<file path="src/rtl/pmul_pkg.sv">
package pmul_pkg;
  // Load enables passed from the control module to the datapath
  typedef struct packed {
    logic s1Load;  // capture stage-one partial sum and leftover operand bits
    logic s2Load;  // capture the final product
  } pmulCtl_t;
endpackage

</file>
<file path="src/rtl/pmul_ctrl.sv">
module pmul_ctrl
  import pmul_pkg::*;
(
  input  logic     clk,
  input  logic     rstN,
  input  logic     startReq,
  output pmulCtl_t ctl,
  output logic     accepted,
  output logic     done
);
  logic v1Q;  // stage-one valid, also the acknowledge pulse
  logic v2Q;  // stage-two valid, also the result-ready pulse

  always_ff @(posedge clk or negedge rstN) begin
    if (!rstN) begin
      v1Q <= 1'b0;
      v2Q <= 1'b0;
    end else begin
      v1Q <= startReq;
      v2Q <= v1Q;
    end
  end

  always_comb begin
    ctl.s1Load = startReq;
    ctl.s2Load = v1Q;
  end

  assign accepted = v1Q;
  assign done     = v2Q;

  p_ack_after_req_r2: assert property (@(posedge clk) disable iff (!rstN)
    startReq |=> accepted);
  p_no_ack_idle_r6: assert property (@(posedge clk) disable iff (!rstN)
    !startReq |=> !accepted);
  p_done_after_ack_r3: assert property (@(posedge clk) disable iff (!rstN)
    accepted |=> done);
  p_no_spurious_done_r3: assert property (@(posedge clk) disable iff (!rstN)
    !accepted |=> !done);
endmodule

</file>
<file path="src/rtl/pmul_datapath.sv">
module pmul_datapath
  import pmul_pkg::*;
#(
  parameter int OPW   = 4,
  parameter int SPLIT = 2   // rows summed in stage one, 1..OPW-1
)(
  input  logic              clk,
  input  logic              rstN,
  input  pmulCtl_t          ctl,
  input  logic [OPW-1:0]    opX,
  input  logic [OPW-1:0]    opY,
  output logic [2*OPW-1:0]  product
);
  localparam int PW   = 2 * OPW;
  localparam int REST = OPW - SPLIT;

  function automatic logic [PW-1:0] shiftedRow(input logic [OPW-1:0] x,
                                               input logic yb,
                                               input int sh);
    return {{OPW{1'b0}}, x & {OPW{yb}}} << sh;
  endfunction

  // Stage one: row 0 passes through, rows 1..SPLIT-1 each get one adder
  logic [PW-1:0] acc1 [SPLIT];
  assign acc1[0] = {{OPW{1'b0}}, opX & {OPW{opY[0]}}};
  for (genvar i = 1; i < SPLIT; i++) begin : g_stage1
    assign acc1[i] = acc1[i-1] + shiftedRow(opX, opY[i], i);
  end

  logic [PW-1:0]   s1Sum;
  logic [OPW-1:0]  s1X;
  logic [REST-1:0] s1Yhi;

  always_ff @(posedge clk or negedge rstN) begin
    if (!rstN) begin
      s1Sum <= '0;
      s1X   <= '0;
      s1Yhi <= '0;
    end else if (ctl.s1Load) begin
      s1Sum <= acc1[SPLIT-1];
      s1X   <= opX;
      s1Yhi <= opY[OPW-1:SPLIT];
    end
  end

  // Stage two: remaining rows, each added onto the registered sum
  logic [PW-1:0] acc2 [REST+1];
  assign acc2[0] = s1Sum;
  for (genvar j = 0; j < REST; j++) begin : g_stage2
    assign acc2[j+1] = acc2[j] + shiftedRow(s1X, s1Yhi[j], SPLIT + j);
  end

  always_ff @(posedge clk or negedge rstN) begin
    if (!rstN)            product <= '0;
    else if (ctl.s2Load)  product <= acc2[REST];
  end

  p_s1_holds_r6: assert property (@(posedge clk) disable iff (!rstN)
    !ctl.s1Load |=> ($stable(s1X) && $stable(s1Sum)));
endmodule

</file>
<file path="src/rtl/pipe_mult.sv">
module pipe_mult
  import pmul_pkg::*;
#(
  parameter int OPW   = 4,
  parameter int SPLIT = 2
)(
  input  logic             clk,
  input  logic             rstN,
  input  logic             startReq,
  input  logic [OPW-1:0]   opX,
  input  logic [OPW-1:0]   opY,
  output logic             accepted,
  output logic             done,
  output logic [2*OPW-1:0] product
);
  localparam int PW = 2 * OPW;

  pmulCtl_t ctl;

  pmul_ctrl u_ctrl (
    .clk      (clk),
    .rstN     (rstN),
    .startReq (startReq),
    .ctl      (ctl),
    .accepted (accepted),
    .done     (done)
  );

  pmul_datapath #(.OPW(OPW), .SPLIT(SPLIT)) u_dp (
    .clk     (clk),
    .rstN    (rstN),
    .ctl     (ctl),
    .opX     (opX),
    .opY     (opY),
    .product (product)
  );

  p_product_r1: assert property (@(posedge clk) disable iff (!rstN)
    done |-> (product == PW'($past(opX, 2)) * PW'($past(opY, 2))));
  p_reset_clears_r5: assert property (@(posedge clk)
    !rstN |-> (!accepted && !done));
endmodule

</file>
<file path="config.mk">
export PLATFORM = sky130hd
export DESIGN_NAME = pipe_mult
export DESIGN_NICKNAME = d
export VERILOG_FILES = /design/src/rtl/pmul_pkg.sv /design/src/rtl/pmul_ctrl.sv /design/src/rtl/pmul_datapath.sv /design/src/rtl/pipe_mult.sv
export SDC_FILE = /design/constraint.sdc
export NUM_CORES = 1
export LEC_CHECK = 0
export ABC_AREA = 1
export BUFFER_PORTS_ARGS = -buffer_cell sky130_fd_sc_hd__buf_2
export CAP_MARGIN = 25
export CORE_MARGIN = 2
export CORE_UTILIZATION = 49
export DETAILED_ROUTE_END_ITERATION = 8
export GPL_TIMING_DRIVEN = 0
export PLACE_DENSITY = 0.74
export SLEW_MARGIN = 10
export SYNTH_ARGS = -nofsm -noshare
export SYNTH_HDL_FRONTEND = slang
export SYNTH_SLANG_ARGS = --single-unit
</file>
<file path="constraint.sdc">
create_clock -name clk -period 1.95 [get_ports clk]
set_input_delay 0.195 -clock clk [delete_from_list [all_inputs] [get_ports clk]]
set_output_delay 0.195 -clock clk [all_outputs]
set_load 0.01 [all_outputs]
</file>
# Word-level counts from Yosys, hierarchy flattened

Cells that the tools add are included.

Add/subtract/negate cells: 3
Multipliers: 0
Divide/modulo/power cells: 0
Order comparisons: 0
Eq/ne operators: 0
Shift-type cells: 0
Muxes and demuxes: 0
Bitwise logic cells: 4
Reduce and logical (&&, ||, !) cells: 0

Operator list:

| cell        | number |
|---|---|
| $and 4x4->4 | 4 |
| $add 8x6->8 | 1 |
| $add 8x7->8 | 1 |
| $add 4x5->6 | 1 |

Flip-flop bits (word level): 24
Bits in latches: 0
RAM bits: 0
Memory bits (read-only): 0
Input bits: 11
Output and inout port bits: 10
Memories: 0

# Depth between registers and ports, before layout

Depth after elaboration: 3
Depth in mapped cells: 9
Mapped depth without buffers: 9

# By module

A second synthesis with hierarchy kept.

Cell total of the unflattened synthesis: 155
Area total of the unflattened synthesis: 1256.2 um2

Modules (own cells, without submodules):

| module        | instances | cells each | area an instance (um2) | seq. area each (um2) |
|---|---|---|---|---|
| pmul_datapath | 1         | 151        | 1191.1                 | 500.5 |
| pmul_ctrl     | 1         | 4          | 65.1                   | 50.0 |

# Worst setup path after synthesis

OpenSTA, ideal clock, no wires.

Path kind: register to register
Start point: register u_dp.s1Yhi[1]
End point: register u_dp.product[7]
Setup time: 0.073 ns
Arrival: 1.909 ns
Data required time: 1.877 ns
Path slack: -0.032 ns
Stages on the path, launching flop included: 10
Buffers on the path: 0
Clock period less this slack: 1.982 ns
Cells stage by stage: dfrtp_1 -> nand2_1 -> inv_1 -> fa_1 -> ha_1 -> inv_1 -> fa_1 -> o21ai_2 -> nand2_1 -> a21oi_2

Longest elaborated chain between the ends: 2

Ends and longest elaborated chain:

| item                     | line                | source |
|---|---|---|
| start: declaration       | pmul_datapath.sv:32 | `logic [REST-1:0] s1Yhi;` |
| start signal: assignment | pmul_datapath.sv:42 | `s1Yhi <= opY[OPW-1:SPLIT];` |
| $and 4x4->4              | pmul_datapath.sv:20 | `return {{OPW{1'b0}}, x & {OPW{yb}}} << sh;` |
| $add 8x7->8              | pmul_datapath.sv:50 | `assign acc2[j+1] = acc2[j] + shiftedRow(s1X, s1Yhi[j], SPLIT + j);` |
| end signal: assignment   | pmul_datapath.sv:55 | `else if (ctl.s2Load) product <= acc2[REST];` |
| end: declaration         | pmul_datapath.sv:12 | `output logic [2*OPW-1:0] product` |

Every way passes these cells.
A chain may end at the register's enable or synchronous reset.

# Final worst setup path

Start point: register u_dp.s1X[1]
End point: register u_dp.product[7]

Longest elaborated chain between the ends: 3
Elaborated cells on any way between the ends: 4
Classes of those cells: 2 x add/sub; 2 x bitwise

Ends and longest elaborated chain:

| item                     | line                | source |
|---|---|---|
| start: declaration       | pmul_datapath.sv:31 | `logic [OPW-1:0] s1X;` |
| start signal: assignment | pmul_datapath.sv:41 | `s1X <= opX;` |
| $and 4x4->4              | pmul_datapath.sv:20 |  |
| $add 8x6->8              | pmul_datapath.sv:50 |  |
| $add 8x7->8 (*)          | pmul_datapath.sv:50 |  |

Mark *: on every way between the ends. The rest lies on a longest branch, timed or not.

==> metrics <==
outcome=finished with violations; violated checks=negative setup slack; worst-case setup margin in the final layout=-80.9 ps; Period Utilization, post-route=104%; RSZ-0062 raised after global routing=true; average footprint of a synthesized cell=8.31 um2; number of antenna violations at the first check in global routing=0; share of synthesized area occupied by flip-flops and latches=44.2%; level count of the clock H-tree=1; ant diodes=0; cell area after placement=1390 um2; share of total power in sequential cells=52.6%; final number of max-transition violations=0; time the worst path needs with I/O delays and setup=2030 ps; slew at the pin closest to its max-slew limit=464 ps; switching power=0.326 mW; number of vias after detailed routing=1009; number of cells on the worst hold path=1; total internal power=0.714 mW; post-synthesis share of cell area spent on xor and xnor gates=1.41%; final non-filler cell area=1480 um2; post-synthesis mux area share=0%; register-to-register path setup slack=-80 ps; vias in the first global route=965; sum of negative setup slack=-169 ps; CTS clock-pin slew for the worst setup and hold paths=110 ps; highest ir drop seen on vdd=0.000417 V; area of the core=2430 um2; Peak Freq=0.492 GHz; number of nets at the end of the flow=206; Vias/cell=4.80; deepest clock path buffer count=2; Power per Cell Area=703 nW/um2; startpoint type of the worst setup path=flip-flop; switching power share of the total=31.4%; TritonCTS clock tree=built; met2 track demand over resource in global routing=36.1%; drt total wl=2350 um; Hold Crit Start=startReq; commonest cells after routing, fill and taps aside=62 x nand2_1, 22 x buf_2, 22 x dfrtp_1; worst hold path type=in -> reg; Die Ht=54.4 um; synthesized flop and latch total=22; clock power share=19.0%; die extent in x=54.4 um; post-route DRC violation count=0; post-synthesis simple-gate area fraction=24.6%; number of buffers inserted during clock tree synthesis=3; DRT antenna net count=0; area added between synthesis and finish=18.7%; number of port buffers=20; compound-gate portion of the synthesized area=5.22%; fraction of final layout cells with drive strength greater than 1=25.0%; floorplan die area=2960 um2; reported max-cap violation count=0; proportion of netlist area held by the largest area contributor=44.2%; routability-driven placement congestion ratio=0.780; number of violations reported at the end of detailed-routing iteration 0=24; total grt overflow=0; kind of critical path=reg -> reg; DP Wirelength=1800 um; Max transition margin=69.1%; Synth area leader=dfrtp_1; Top Usage Layer GRT=met2; Synth cell types=17; leading cell type in the layout, fill and taps excluded=nand2_1; largest cells by area after synthesis=dfrtp_1 44%, nand2_1 19%, fa_1 8.0%; First-pass DRT Iterations=5; Setup crit end kind=flip-flop; Data required, critical path=2190 ps; number of instances in the synthesized netlist=150; biggest fanout along the worst timing path=2; Endpoint, Worst Hold=u_ctrl.accepted$_DFF_PN0_; Worst Reg2Reg Path Length in Cells=9; Synth warnings=0; number of failing hold endpoints at the final stage=0; worst reg2reg path startpoint=u_dp.s1X[1]$_DFFE_PN0P_; global-route wire length before repair=3890 um; cell chosen for the clock root=clkbuf_4; clock latency at the later pin of the worst-skew pair=300 ps; endpoint of the lowest-slack register-to-register path=u_dp.product[7]$_DFFE_PN0P_; Logic pwr share=28.4%; final routed wire length divided by cell count=11.2 um; met3 track demand over resource=3.28%; dominant combinational cell family by area after synthesis=simple AND/OR/NAND/NOR gates; total global-route track usage=18.7%; adder-cell area share of the yosys netlist=16.1%; clock tree sinks=22; routing usage on met1=18.0%; data arrival time at the worst-slack endpoint=2280 ps; netlist area before placement=1250 um2; pin count of the biggest net entering global routing=23; Final setup violation count=3; share of the core filled with cells=60.8%; starting density of the core=51.2%; Worst Skew=5.58 ps; count of standard-cell rows=18; number of I/O pins=21; filler cell count in the final layout=216; net count of the mapped netlist=174; static leakage power=0.865 nW
[power by group through the flow]
stage               sequential, mW  clock, mW  combinational (mW)
finish                       0.547      0.197               0.295
global route                 0.556      0.221               0.336
CTS                          0.547      0.202               0.296
detailed placement           0.560          0               0.269
global placement             0.557          0               0.256
floorplan                    0.572          0               0.161
[cells by family after synthesis]
| group | Yosys count |
|---|---|
| simple gates | 76 |
| buf+inv | 27 |
| flops | 22 |
| fa+ha+maj | 13 |
| compound gates | 10 |
| xor+xnor | 2 |
[how the worst max path moves through the flow]
stage | endpoint | depth (start not counted) | start
global route | u_dp.product[7]$_DFFE_PN0P_ | 9 | u_dp.s1Yhi[0]$_DFFE_PN0P_
finish | u_dp.product[7]$_DFFE_PN0P_ | 9 | u_dp.s1X[1]$_DFFE_PN0P_
CTS | u_dp.product[7]$_DFFE_PN0P_ | 9 | u_dp.s1Yhi[0]$_DFFE_PN0P_
global placement | u_dp.product[7]$_DFFE_PN0P_ | 9 | u_dp.s1Yhi[1]$_DFFE_PN0P_
detailed placement | u_dp.product[7]$_DFFE_PN0P_ | 9 | u_dp.s1Yhi[1]$_DFFE_PN0P_
floorplan | u_dp.product[7]$_DFFE_PN0P_ | 9 | u_dp.s1Yhi[1]$_DFFE_PN0P_
[synth_stat cells]
| master | instances |
|---|---|
| a21oi_2 | 1 |
| nand2_1 | 62 |
| nor2_4 | 1 |
| inv_1 | 22 |
| dfrtp_1 | 22 |
| xor2_1 | 2 |
| a21oi_1 | 2 |
| nor2_1 | 3 |
| nor2_2 | 1 |
| o21ai_2 | 3 |
| o21ai_1 | 4 |
| buf_2 | 2 |
| nand3_1 | 9 |
| ha_1 | 8 |
| inv_4 | 1 |
| inv_2 | 2 |
| fa_1 | 5 |
[state kept, by name, indices dropped and copies added (netlist names)]
| register | count |
|---|---|
| u_dp.s1X | 4 |
| u_dp.s1Yhi | 2 |
| u_dp.s1Sum | 6 |
| u_ctrl.accepted | 1 |
| u_dp.product | 8 |
| u_ctrl.done | 1 |
[through the flow]
step	power, mW	hold slack [ps]	cells	setup slack, ps
finish	1.04	29.4	210	-80.9
global placement	0.814	173	200	-58.2
global route	1.11	15.4	210	-103
CTS	1.05	25.0	209	-59.3
detailed placement	0.829	175	200	-138
floorplan	0.733	-101	150	28.4
[layer usage]
layer,up-vias,wire [um]
li1,517,-
met1,465,976
met2,20,1250
met3,7,68
met4,0,58
met5,-,0
[final cells by class]
cell class                 instances  area (um2)  area share [%]
tap                               30        37.5            2.54
multi-input combinational        101         607            41.0
clock buffer                       3        22.5            1.52
inverter                          25        96.3            6.51
buffer                             2        10.0           0.677
timing repair buffer              27         155            10.5
sequential                        22         551            37.2
[worst max-delay path, cell delays in order, from the launching register on]
cell and delay (ps):
dfrtp_1 410, nand2_1 90, inv_2 50, fa_1 530, ha_2 190, inv_2 40
fa_2 360, o21ai_2 130, nand2_1 70, a21oi_2 100
[timing repair]
action / CTS / global route
resized for setup: 4 / 0
endpoints found under the setup margin: 3 / 4
endpoints found under the hold margin: 22 / 0
setup buffers: 5 / 1
hold buffers: 1 / 0
pin swaps: 6 / 6
(Power assumes the default switching activity.)
